[src/rtl/scl_divgen.sv]
module scl_divgen #(
  parameter int CNT_W = 16
) (
  input  logic             clk,
  input  logic             rst_n,
  input  logic             en,
  input  logic [CNT_W-1:0] psc,
  input  logic [CNT_W-1:0] clkl,
  input  logic [CNT_W-1:0] clkh,
  input  logic             scl_in,
  output logic             scl_drive_low,
  output logic             mid_stb,
  output logic             fall_stb
);
  localparam int PH_W = CNT_W + 1;

  typedef enum logic [1:0] {S_LOW, S_WAIT, S_HIGH} ph_t;

  ph_t             st;
  logic            run;
  logic [CNT_W-1:0] pre, psc_q;
  logic [PH_W-1:0]  cnt, low_len, high_len;
  logic [PH_W-1:0]  d_in;

  assign d_in = (psc == '0) ? PH_W'(7) : (psc == CNT_W'(1)) ? PH_W'(6) : PH_W'(5);

  logic tick, last_hi, mid_hit;
  assign tick    = (pre == psc_q);
  assign last_hi = (st == S_HIGH) && tick && (cnt == high_len - 1'b1);
  assign mid_hit = (st == S_HIGH) && tick && ((cnt + 1'b1) == (high_len >> 1));

  assign scl_drive_low = run && (st == S_LOW);

  always_ff @(posedge clk) begin
    if (!rst_n) begin
      run      <= 1'b0;
      st       <= S_LOW;
      pre      <= '0;
      cnt      <= '0;
      psc_q    <= '0;
      low_len  <= PH_W'(7);
      high_len <= PH_W'(7);
      mid_stb  <= 1'b0;
      fall_stb <= 1'b0;
    end else if (!en || !run) begin
      run      <= en;
      st       <= S_LOW;
      pre      <= '0;
      cnt      <= '0;
      psc_q    <= psc;
      low_len  <= {1'b0, clkl} + d_in;
      high_len <= {1'b0, clkh} + d_in;
      mid_stb  <= 1'b0;
      fall_stb <= 1'b0;
    end else begin
      mid_stb  <= mid_hit;
      fall_stb <= last_hi;
      case (st)
        S_LOW: begin
          pre <= tick ? '0 : pre + 1'b1;
          if (tick) begin
            if (cnt == low_len - 1'b1) begin
              st  <= S_WAIT;
              cnt <= '0;
            end else begin
              cnt <= cnt + 1'b1;
            end
          end
        end
        S_WAIT: begin
          pre <= '0;
          if (scl_in) begin
            st  <= S_HIGH;
            cnt <= '0;
          end
        end
        S_HIGH: begin
          pre <= tick ? '0 : pre + 1'b1;
          if (last_hi) begin
            st       <= S_LOW;
            cnt      <= '0;
            psc_q    <= psc;
            low_len  <= {1'b0, clkl} + d_in;
            high_len <= {1'b0, clkh} + d_in;
          end else if (tick) begin
            cnt <= cnt + 1'b1;
          end
        end
        default: st <= S_LOW;
      endcase
    end
  end
endmodule

[config.mk]
export PLATFORM = sky130hd
export DESIGN_NAME = scl_divgen
export DESIGN_NICKNAME = d
export VERILOG_FILES = /design/src/rtl/scl_divgen.sv
export SDC_FILE = /design/constraint.sdc
export NUM_CORES = 1
export LEC_CHECK = 0
export ABC_CLOCK_PERIOD_IN_PS = 5200
export BUFFER_PORTS_ARGS = -buffer_cell sky130_fd_sc_hd__buf_2
export CAP_MARGIN = 20
export CORE_UTILIZATION = 50
export DETAILED_ROUTE_END_ITERATION = 8
export PLACE_DENSITY = 0.69
export SLEW_MARGIN = 25
export SYNTH_ARGS = -nofsm -noshare
export SYNTH_HDL_FRONTEND = slang
export SYNTH_SLANG_ARGS = --single-unit
[constraint.sdc]
create_clock -name clk -period 5.2 [get_ports clk]
set_clock_uncertainty 0.2 [all_clocks]
set_input_delay 0.52 -clock clk [delete_from_list [all_inputs] [get_ports clk]]
set_output_delay 0.52 -clock clk [all_outputs]
set_load 0.02 [all_outputs]
# Yosys cells after proc, flatten, opt, wreduce, memory -nomap -nowiden
# Index checks and enable logic that the tools add are counted.
# W data, S select, Z words.
# word_totals
reg_bits,88
word_cells,70
# op_classes
addsub,6
n_bitwise,1
reduce_logical,18
n_mux,24
n_eq_ne,12
# op_table
op,n
$mux W17,11
$mux W16,4
$pmux W17 S3,1
$add A16 B3 Y17,2
$eq A17 B17 Y1,2
$sub A17 B1 Y17 const B,2
$pmux W16 S2,1
$add A17 B1 Y17 const B,1
$eq A17 B16 Y1,1
$add A16 B1 Y16 const B,1
$eq A16 B1 Y1 const B,1
$eq A16 B16 Y1,1
$logic_not A16 Y1,1
$mux W2,6
$reduce_and A4 Y1,2
$ne A2 B2 Y1 const B,3
$pmux W2 S3,1
$reduce_bool A2 Y1,3
$logic_and A1 B1 Y1,4
$reduce_or A2 Y1,2
$ne A3 B3 Y1 const B,1
$reduce_bool A3 Y1,1
$eq A2 B1 Y1 const B,1
$eq A2 B2 Y1 const B,1
other kinds (6),7

# Logic depth before layout (Yosys ltp)
# Gate-level depths: netlist of run 1.
# depth
depth_word,7
mapped_depth,14
depth_no_buf,11

# Least setup slack after synthesis of run 1
# No wires, ideal clock.
# synth_timing
kind,reg2reg
startpoint,register high_len[0]
endpoint,register low_len[8]
stages_incl_launch_ff,15
required_ns,4.884
synth_period_minus_slack_ns,3.295
setup_time_ns,0.116
slack_ns,1.905
path_buffers,3
t_arrival_ns,2.979
cell_sequence,dfxtp_1 > inv_1 > ha_1 > nor4b_4 > nand4_1 > xnor2_1 > or4_1 > or4_4 > nor2_1 > a21o_1 > buf_4 > buf_4 > buf_4 > nand2_1 > o211a_1
# synth_via
elab_chain_cells,5
# synth_rtl
element,line,text
from (decl),22,"logic [PH_W-1:0] cnt, low_len, high_len;"
from (signal assigned),52,"high_len <= {1'b0, clkh} + d_in;"
from (signal assigned),84,"high_len <= {1'b0, clkh} + d_in;"
$sub A17 B1 Y17,29,assign last_hi = (st == S_HIGH) && tick && (cnt == high_len - 1'b1);
$eq A17 B17 Y1,29,
$logic_and A1 B1 Y1,29,
$reduce_bool A2 Y1 (no line),--,
$reduce_and A2 Y1 (no line),--,
to (signal assigned),51,"low_len <= {1'b0, clkl} + d_in;"
to (signal assigned),83,"low_len <= {1'b0, clkl} + d_in;"
to (decl),22,
# Every way passes these cells.
# A chain may end at the register's enable or synchronous reset.

# Worst setup path in the final report of run 1
# layout_timing
startpoint,register high_len[0]
endpoint,register low_len[2]
# The elaborated chain is that of the path after synthesis.

==> results.yml, run 1 <==
logic_synthesis:
  syn_area_per_cell_um2: 8.13
  syn_nets: 831
  ys_seq_elements: 88
  synth-seq-area-share: 0.284
  ys_types: 59
  yosysWarnings: 0
  synthFlopType: "dfxtp_1"
  async_flop_share: 0
  netlist_instances: 764
  synth_edf_count: 0
  synth.cell_area_mm2: 0.00621
power:
  clkPwrFrac: 0.415
  irDropWorstVdd_uv: 164
  power.leakage_uw: 0.00291
  p_comb_frac: 0.127
  p_int_uw: 1180
  power_density_mw_per_mm2: 240
  p_seq_frac: 0.458
  switching_share: 0.277
  total_power_uw: 1630
  switchingPower_uw: 452
floorplan:
  num_rows: 40
  die_area_mm2: 0.0129
  io_pins: 55
  start_util: 0.515
  die_w_um: 113
  core_mm2: 0.0121
  die-height_um: 113
hold_path:
  whs_path_depth: 2
  hold_end: "run$_SDFFE_PN0P_"
  hold_path.startpoint: "en"
  hp-class: "in2reg"
timing:
  hold_ws_ns: 0.223
  final-setup-viol-count: 0
  slew_violations: 0
  setup_tns_ns: 0
  max_freq_ghz: 0.252
  tightest_slew_ns: 0.705
  fin_crit_sh: 0.762
  relSlewSlack: 0.530
  fin_crit_ns: 3.96
  setup_slack_ns: 1.24
  hold_violations: 0
  grt_setup_unrepaired: "no"
drt:
  wl_per_cell_um: 16.4
  drc: 0
  met2_length_mm: 6.79
  first_iter_violations: 486
  viasPerCell: 5.83
  met3WireLength_um: 808
  routed_wl_mm: 15.6
  wl_met1_mm: 7.66
  antenna_left: 0
  top_layer_used: "met4"
  dr.pass1.iters: 6
  num_vias: 5565
global_routing:
  grt_pass1_wl_mm: 26.1
  grt_pass1_vias: 5188
  grt_overflow: 0
  grt_max_degree: 54
  grt_util_all_layers: 0.258
  antenna_found_initial: 0
critical_path:
  r2r-start: "high_len[0]$_SDFFE_PN1P_"
  end_kind: "register"
  critPathSlowestCell: "a21o_2"
  path_buf_inv: 2
  reg2reg_slack_ns: 1.24
  critPathLaunchType: "register"
  crit_required_ns: 5.22
  cp_slowest_stage_delay_ns: 0.60
  worstPathCellList: "inv_1 -> ha_1 -> nor4b_4 -> nand4_1 -> xnor2_1 -> or4_1 -> or4_4 -> nor2_1 -> a21o_2 -> buf_12 -> mux2i_1 -> nand2_1"
  cp_max_fo: 53
  rr_worst_depth: 12
  worstReg2RegEnd: "low_len[2]$_SDFFE_PN1P_"
  cp_top_family: "simple AND/OR/NAND/NOR gates"
  worst_ep_arrival_time_ns: 3.98
  path_class: "reg2reg"
place:
  post-place-ws_ns: 1.26
  io_buffers: 54
  gp_congestion: 0.882
  dpl.hpwl_mm: 11.4
clocking:
  clkTransAtPathRegs_ns: 0.06
  postCtsSetupBuffers: 0
  numCtsBuffers: 9
  cts_root_buffer: "clkbuf_16"
  clock_latency_ns: 0.36
  cts_max_level: 3
  post_cts_resized: 0
  hold_buffers: 0
  cts_tree: "yes"
  clock_sinks: 88
  cts_buffer_depth: 2
finish:
  drive_above_1_share: 0.115
  fin_nets: 848
  diodes: 0
  area.growth.synth_to_final_pct: 9.67
  fill_cells: 1099
  utilization: 0.565
outcome:
  outcome: "finished, final reports clean"
run:
  maxCapViolations: 0
==> cell families after synthesis <==
group	Yosys count	synth area share
compound gates	119	0.145
simple gates	328	0.279
buf+inv	68	0.0483
mux	28	0.0451
flops	88	0.284
fa+ha+maj	15	0.0326
xor+xnor	118	0.166
==> flip-flops by register name, indices dropped and copies added, names as in the netlist <==
| register | cells |
|---|---|
| psc_q | 16 |
| run | 1 |
| low_len | 17 |
| fall_stb | 1 |
| high_len | 17 |
| cnt | 17 |
| st | 2 |
| pre | 16 |
| mid_stb | 1 |
==> final cells by class <==
type                            count  area, µm²  area share
Multi-Input combinational cell    608       4150       0.609
Sequential cell                    88       1760       0.259
Tap cell                          168        210      0.0308
Timing Repair Buffer               61        335      0.0492
Inverter                           13       48.8     0.00716
Clock inverter                      7       80.1      0.0118
Clock buffer                        9        225      0.0331
==> per-stage QoR <==
stage          area [µm²]  std cells
6_report             6810        954
4_1_cts              6810        954
2_1_floorplan        6210        764
5_1_grt              6810        954
3_3_place_gp         6510        938
3_5_place_dp         6510        938
==> worst max-delay path by stage <==
stage / depth (start not counted) / start / slack [ns] / end
6_report: 12 / high_len[0]$_SDFFE_PN1P_ / 1.24 / low_len[2]$_SDFFE_PN1P_
3_3_place_gp: 12 / high_len[0]$_SDFFE_PN1P_ / 1.33 / low_len[2]$_SDFFE_PN1P_
2_1_floorplan: 14 / high_len[0]$_SDFFE_PN1P_ / 1.90 / low_len[8]$_SDFFE_PN0P_
3_5_place_dp: 12 / high_len[0]$_SDFFE_PN1P_ / 1.26 / low_len[2]$_SDFFE_PN1P_
4_1_cts: 12 / high_len[0]$_SDFFE_PN1P_ / 1.24 / low_len[2]$_SDFFE_PN1P_
5_1_grt: 12 / high_len[0]$_SDFFE_PN1P_ / 0.93 / low_len[2]$_SDFFE_PN1P_
==> cells in the final DEF, fill, tap and decap left out, types with 21 or more instances in the layout <==
cell type,netlist,routed
o211a_1,24,24
nor2b_1,25,25
mux2i_1,28,28
nor3_1,32,32
dfxtp_1,88,88
buf_2,9,54
nand3_1,32,32
xnor2_1,47,47
nand2_1,76,76
and3_1,21,21
xor2_1,71,71
nor2_1,56,56
==> cells in the mapped netlist, types with 5 or more instances <==
| cell | count | area (µm²) |
|---|---|---|
| a211oi_1 | 5 | 37.5 |
| nor3_1 | 32 | 160 |
| o211ai_1 | 5 | 37.5 |
| clkbuf_1 | 37 | 139 |
| buf_2 | 9 | 45.0 |
| nor3b_1 | 9 | 67.6 |
| nor2_1 | 56 | 210 |
| ha_1 | 13 | 163 |
| or4_1 | 7 | 52.6 |
| nand3_1 | 32 | 160 |
| nor4_1 | 14 | 87.6 |
| o211a_1 | 24 | 240 |
| o311ai_0 | 10 | 87.6 |
| nor2b_1 | 25 | 156 |
| o21ai_1 | 7 | 35.0 |
| nand2b_1 | 12 | 75.1 |
| dfxtp_1 | 88 | 1760 |
| o31ai_1 | 10 | 75.1 |
| inv_1 | 13 | 48.8 |
| and2_1 | 6 | 37.5 |
| xor2_1 | 71 | 622 |
| buf_4 | 9 | 67.6 |
| nand4_1 | 14 | 87.6 |
| nand2_1 | 76 | 285 |
| mux2i_1 | 28 | 280 |
| a21oi_1 | 15 | 75.1 |
| and3_1 | 21 | 131 |
| xnor2_1 | 47 | 412 |
| o21ai_0 | 14 | 70.1 |
==> power by group through the flow <==
stage / sequential [µW] / combinational [µW] / clock, µW
floorplan: 736 / 165 / 0
global placement: 760 / 198 / 0
detailed placement: 762 / 205 / 0
CTS: 746 / 206 / 686
global route: 752 / 231 / 711
finish: 748 / 207 / 677
==> metal layers <==
layer | vias to the layer above | global-route usage
met5 | - | 0
met4 | 0 | 0.111
met3 | 28 | 0.0313
met2 | 180 | 0.391
met1 | 2612 | 0.368
li1 | 2745 | -
No activity file was read; power rests on OpenSTA's default activity.
==> run 2, diff against run 1 <==
--- a/config.mk
+++ b/config.mk
@@ -5,12 +5,13 @@
 export SDC_FILE = /design/constraint.sdc
 export NUM_CORES = 1
 export LEC_CHECK = 0
-export ABC_CLOCK_PERIOD_IN_PS = 5200
+export ABC_AREA = 1
+export ABC_CLOCK_PERIOD_IN_PS = 3200
 export BUFFER_PORTS_ARGS = -buffer_cell sky130_fd_sc_hd__buf_2
 export CAP_MARGIN = 20
 export CORE_UTILIZATION = 50
 export DETAILED_ROUTE_END_ITERATION = 8
-export PLACE_DENSITY = 0.69
+export PLACE_DENSITY = 0.71
 export SLEW_MARGIN = 25
 export SYNTH_ARGS = -nofsm -noshare
 export SYNTH_HDL_FRONTEND = slang
==> constraint.sdc (replaced) <==
create_clock -name clk -period 3.2 [get_ports clk]
set_clock_uncertainty 0.2 [all_clocks]
set_input_delay 0.32 -clock clk [delete_from_list [all_inputs] [get_ports clk]]
set_output_delay 0.32 -clock clk [all_outputs]
set_load 0.02 [all_outputs]
==> run 2 against run 1 <==
Effect of this change: combinational power increased by 88%; clock power rose by 64%; synthesized cell count rose by 31%; worst setup slack got worse by 0.91 ns; routed wire length is 2.0% lower; global-route usage decreased by 0.31 points; largest power group unchanged; highest routed layer unchanged.
==> results.yml, run 2 <==
timing:
  max_freq_ghz: 0.348
  setup_tns_ns: 0
  hold_violations: 0
  relSlewSlack: 0.478
  grt_setup_unrepaired: "no"
  tightest_slew_ns: 0.783
  fin_crit_ns: 2.88
  fin_crit_sh: 0.899
  slew_violations: 0
  final-setup-viol-count: 0
finish:
  final_design_area_no_fill_mm2: 0.00707
  fill_cells: 1244
  multi_input_area_mm2: 0.00388
  ff_latch_area_mm2: 0.00176
  fin_nets: 1118
  layout_commonest_cell: "nand2_1"
  top_regs: "cnt (17), high_len (17), low_len (17)"
  drive_above_1_share: 0.111
  utilization: 0.581
  area.growth.synth_to_final_pct: 11.6
  diodes: 0
  layout_common_cells: "nand2_1, nor2_1, inv_1"
logic_synthesis:
  async_flop_share: 0
  synth.most_common_cell: "nand2_1"
  yosysTopAreaCellShare: 0.278
  synthTopCellsByCount: "nand2_1, nor2_1, inv_1"
  yosysTopAreaCell: "dfxtp_1"
  yosysWarnings: 0
  syn_nets: 1068
  synth.cell_area_mm2: 0.00633
  synth_area_leaders: "dfxtp_1, nand2_1, nor2_1"
  synth-seq-area-share: 0.278
  netlist_instances: 1001
  synthFlopType: "dfxtp_1"
  ys_seq_elements: 88
  syn_area_per_cell_um2: 6.32
  ys_types: 46
  synth_edf_count: 0
floorplan:
  die_area_mm2: 0.0131
  start_util: 0.520
  io_pins: 55
  num_rows: 40
  core_mm2: 0.0122
  die-height_um: 115
  die_w_um: 115
power:
  power_density_mw_per_mm2: 381
  power.leakage_uw: 0.00312
  irDropWorstVdd_uv: 261
global_routing:
  grt_util_all_layers: 0.255
  antenna_found_initial: 0
  grt-busiest-layer: "met2"
  grt_util_met1: 0.334
  grt_overflow: 0
  use_met3: 0.0312
  grt_pass1_vias: 5758
  grt_pass1_wl_mm: 26.4
  grt_max_degree: 52
  use_met2: 0.429
clocking:
  cts_tree: "yes"
  clock_latency_ns: 0.35
  numCtsBuffers: 9
  cts_root_buffer: "clkbuf_16"
  clkTransAtPathRegs_ns: 0.07
  clock_sinks: 88
  cts_max_level: 3
  cts_buffer_depth: 2
  post_cts_resized: 0
critical_path:
  worstReg2RegEnd: "low_len[15]$_SDFFE_PN0P_"
  critPathSlowestCell: "fa_1"
  critical_path_cell_count: 18
  critPathLaunchType: "input port"
  path_class: "in2reg"
  cp_max_fo: 2
  r2r-start: "high_len[1]$_SDFFE_PN1P_"
  path_buf_inv: 3
  worst_ep_arrival_time_ns: 2.90
  crit_top_cell: "nor2_1"
  crit_end: "high_len[12]$_SDFFE_PN0P_"
  rr_worst_depth: 16
  cp-startpoint: "psc[12]"
  end_kind: "register"
  reg2reg_slack_ns: 0.36
  worstPathCellList: "buf_2 -> nor3_1 -> buf_4 -> nand2_1 -> nor2_1 -> nand2_1 -> ha_1 -> fa_1 -> nor2_1 -> nor2_1 -> and3_1 -> nand3_1 -> nor3_1 -> inv_1 -> nor2_1 -> xor2_1 -> o21ai_1 -> a21oi_1"
  cp_top_family: "simple AND/OR/NAND/NOR gates"
  cp_slowest_stage_delay_ns: 0.39
  crit_required_ns: 3.22
drt:
  first_iter_violations: 242
  wl_per_cell_um: 12.5
  drc: 0
  num_vias: 6144
  viasPerCell: 5.02
  routed_wl_mm: 15.3
  antenna_left: 0
  dr.pass1.iters: 4
outcome:
  outcome: "finished, final reports clean"
place:
  place_area_mm2: 0.00675
  dpl.hpwl_mm: 11.8
  io_buffers: 54
  gp_congestion: 0.902
run:
  maxCapViolations: 0
hold_path:
  hp-class: "in2reg"
[run 2: report_power, final]
group          switching [µW]  internal [µW]
clock network             474            633
logic                     230            159
registers                53.4           1140
[run 2: routing by layer]
layer | routed length [µm] | up-vias
met5 | 0 | -
met4 | 265 | 0
met3 | 542 | 18
met2 | 6790 | 93
met1 | 7700 | 2712
li1 | - | 3321
[run 2: how the worst min path moves through the flow]
stage / start / endpoint / slack (ns) / depth (start not counted)
after global routing: psc[1] / psc_q[1]$_SDFFE_PN0P_ / 0.04 / 3
after detailed placement: psc_q[11]$_SDFFE_PN0P_ / psc_q[11]$_SDFFE_PN0P_ / 0.26 / 2
after global placement: psc_q[3]$_SDFFE_PN0P_ / psc_q[3]$_SDFFE_PN0P_ / 0.26 / 2
final: psc[1] / psc_q[1]$_SDFFE_PN0P_ / 0.02 / 3
after CTS: psc[1] / psc_q[1]$_SDFFE_PN0P_ / 0.01 / 3
after floorplan: en / run$_SDFFE_PN0P_ / 0.21 / 2
[run 2: kinds of logic (layout without fill, tap and decap cells)]
group / Yosys count / in the layout / synth area share
and+or+nand+nor: 514 / 514 / 0.350
xor gates and xnor gates: 65 / 65 / 0.0921
AOI/OAI and AO/OA: 157 / 157 / 0.139
buffers and inverters: 162 / 217 / 0.109
adders and majority gates: 15 / 15 / 0.0320
DFF: 88 / 88 / 0.278
[run 2: through the flow]
step	instances	setup WS, ns	hold WS [ns]	total power, µW
2_1_floorplan	1001	0.269	0.213	1490
3_3_place_gp	1207	-0.0388	0.258	1600
3_5_place_dp	1207	-0.0333	0.261	1610
4_1_cts	1224	0.327	0.0120	2720
5_1_grt	1224	0.0581	0.0418	2820
6_report	1224	0.324	0.0208	2690
[run 2: cell type report]
class | count | share of cell area
repair buffers | 73 | 0.0606
inverters | 128 | 0.0680
clock buffers | 11 | 0.0343
well taps | 168 | 0.0297
clock inverters | 5 | 0.00903
multi-input cells | 751 | 0.549
flip-flops and latches | 88 | 0.249
[run 2: what timing repair did]
action / in CTS / in global routing
buffers inserted: 0 / 0
setup endpoints to repair: 0 / 0
hold buffers: 1 / 0
hold endpoints to repair: 1 / 0
[run 2: tightest hold or removal path, cell delays in order]
cell     delay [ns]
buf_2          0.09
inv_1          0.06
a21oi_1        0.06
==> run 3, diff against run 2 <==
--- a/config.mk
+++ b/config.mk
@@ -9,9 +9,8 @@
 export ABC_CLOCK_PERIOD_IN_PS = 3200
 export BUFFER_PORTS_ARGS = -buffer_cell sky130_fd_sc_hd__buf_2
 export CAP_MARGIN = 20
-export CORE_UTILIZATION = 50
+export CORE_UTILIZATION = 30
 export DETAILED_ROUTE_END_ITERATION = 8
-export PLACE_DENSITY = 0.71
 export SLEW_MARGIN = 25
 export SYNTH_ARGS = -nofsm -noshare
 export SYNTH_HDL_FRONTEND = slang
==> run 3 against run 2 <==
Effect of this change: global-route usage shrank 9.8 points; combinational power is essentially flat; clock power shrank 5%; via count is essentially flat; die area grew 65%; worst hold slack gained 0.00091 ns; utilization shrank 23 points; cell area grew 1.1%; register-to-register slack is essentially flat; worst setup slack gained 0.045 ns; first-iteration DRC count grew 7.4%; fmax grew 1.6%.
==> results.yml, run 3 (same netlist as run 2, synthesis figures left out) <==
outcome:
  outcome: "finished, final reports clean"
drt:
  routed_wl_mm: 16.0
  wl_per_cell_um: 12.1
  viasPerCell: 4.66
  dr.pass1.iters: 4
  antenna_left: 0
  first_iter_violations: 260
  drc: 0
  num_vias: 6147
timing:
  tightest_slew_ns: 0.783
  grt_setup_unrepaired: "no"
  hold_violations: 0
  max_freq_ghz: 0.353
  fin_crit_sh: 0.885
  fin_crit_ns: 2.83
  relSlewSlack: 0.478
  slew_violations: 0
  final-setup-viol-count: 0
  setup_slack_ns: 0.369
power:
  p_int_uw: 1850
  p_seq_frac: 0.451
  irDropWorstVdd_uv: 261
  switching_share: 0.301
  power_density_mw_per_mm2: 370
  switchingPower_uw: 795
  p_comb_frac: 0.147
  power.leakage_uw: 0.00310
  clkPwrFrac: 0.402
critical_path:
  path_class: "reg2reg"
  cp_max_fo: 67
  end_kind: "register"
  rr_worst_depth: 16
  reg2reg_slack_ns: 0.37
  worst_ep_arrival_time_ns: 2.88
  critPathLaunchType: "register"
  crit_required_ns: 3.25
floorplan:
  die-height_um: 147
  num_rows: 52
  core_mm2: 0.0204
  io_pins: 55
  die_w_um: 147
  die_area_mm2: 0.0217
  start_util: 0.310
clocking:
  clock_sinks: 88
  cts_max_level: 3
  postCtsSetupBuffers: 0
  clock_latency_ns: 0.36
  cts_root_buffer: "clkbuf_16"
  cts_buffer_depth: 2
  clkTransAtPathRegs_ns: 0.07
  cts_tree: "yes"
  numCtsBuffers: 9
global_routing:
  grt_pass1_vias: 5720
  antenna_found_initial: 0
  grt_max_degree: 68
  grt_util_all_layers: 0.157
  grt_overflow: 0
  grt_pass1_wl_mm: 27.7
finish:
  layout_commonest_cell: "nand2_1"
  fin_nets: 1112
  diodes: 0
  top_regs: "cnt (17), high_len (17), low_len (17)"
  fill_cells: 2213
  layout_common_cells: "nand2_1, nor2_1, inv_1"
  utilization: 0.350
  drive_above_1_share: 0.106
  area.growth.synth_to_final_pct: 12.9
place:
  gp_congestion: 0.841
  dpl.hpwl_mm: 12.4
  io_buffers: 54
  post-place-ws_ns: -0.0238
hold_path:
  whs_path_depth: 3
  hp-class: "in2reg"
run:
  maxCapViolations: 0
run 3: cell type report:
type	count	area, µm²	share of cell area
Timing Repair Buffer	67	385	0.0539
Clock buffer	9	225	0.0315
Clock inverter	7	73.8	0.0103
Multi-Input combinational cell	751	3880	0.543
Sequential cell	88	1760	0.247
Inverter	128	480	0.0673
Tap cell	270	338	0.0473
run 3: worst paths after layout:
kind	start	to
setup / recovery	high_len[0]$_SDFFE_PN1P_	low_len[15]$_SDFFE_PN0P_
hold / removal	clkl[15]	low_len[15]$_SDFFE_PN0P_
hold reg to reg	psc_q[3]$_SDFFE_PN0P_	psc_q[3]$_SDFFE_PN0P_
setup reg to reg	high_len[0]$_SDFFE_PN1P_	low_len[15]$_SDFFE_PN0P_
run 3: metrics by stage:
| step | total power [µW] | hold WS, ns | instances | instance area, µm² | setup TNS [ns] |
|---|---|---|---|---|---|
| detailed placement | 1600 | 0.263 | 1302 | 6830 | -0.0238 |
| global route | 2790 | 0.0510 | 1320 | 7140 | 0 |
| finish | 2650 | 0.0218 | 1320 | 7140 | 0 |
| CTS | 2680 | 0.0152 | 1320 | 7140 | 0 |
| floorplan | 1490 | 0.213 | 1001 | 6330 | 0 |
| global placement | 1600 | 0.256 | 1302 | 6830 | 0 |
run 3: worst max-delay path: stages (launching register included):
cell,delay [ns]
dfxtp_1,0.32
inv_1,0.13
ha_1,0.24
nand3_2,0.17
nor2_4,0.22
nand3_1,0.10
nand2_1,0.11
nor2_1,0.05
nor2_1,0.11
nand2_1,0.05
nor2_1,0.13
nand3_2,0.17
nand2_4,0.15
buf_12,0.26
o21ai_1,0.11
a21oi_1,0.12
nor2_1,0.04
run 3: routing by layer:
metal | global-route usage | routed length [µm] | vias to the layer above
met5 | 0 | 0 | -
met4 | 0.0392 | 217 | 0
met3 | 0.0270 | 566 | 15
met2 | 0.247 | 6910 | 90
met1 | 0.220 | 8330 | 2743
li1 | - | - | 3299
run 3: what timing repair did:
action                                  4_1_cts  5_1_grt
endpoints found under the hold margin         2        0
endpoints found under the setup margin        0        0
hold buffers                                  2        0
gates resized for setup                       0        0
run 3: power groups by stage:
stage          Sequential [µW]  Clock [µW]  Combinational [µW]
3_3_place_gp              1220           0                 383
3_5_place_dp              1220           0                 387
4_1_cts                   1190        1090                 392
2_1_floorplan             1200           0                 288
5_1_grt                   1200        1140                 455
6_report                  1190        1060                 389
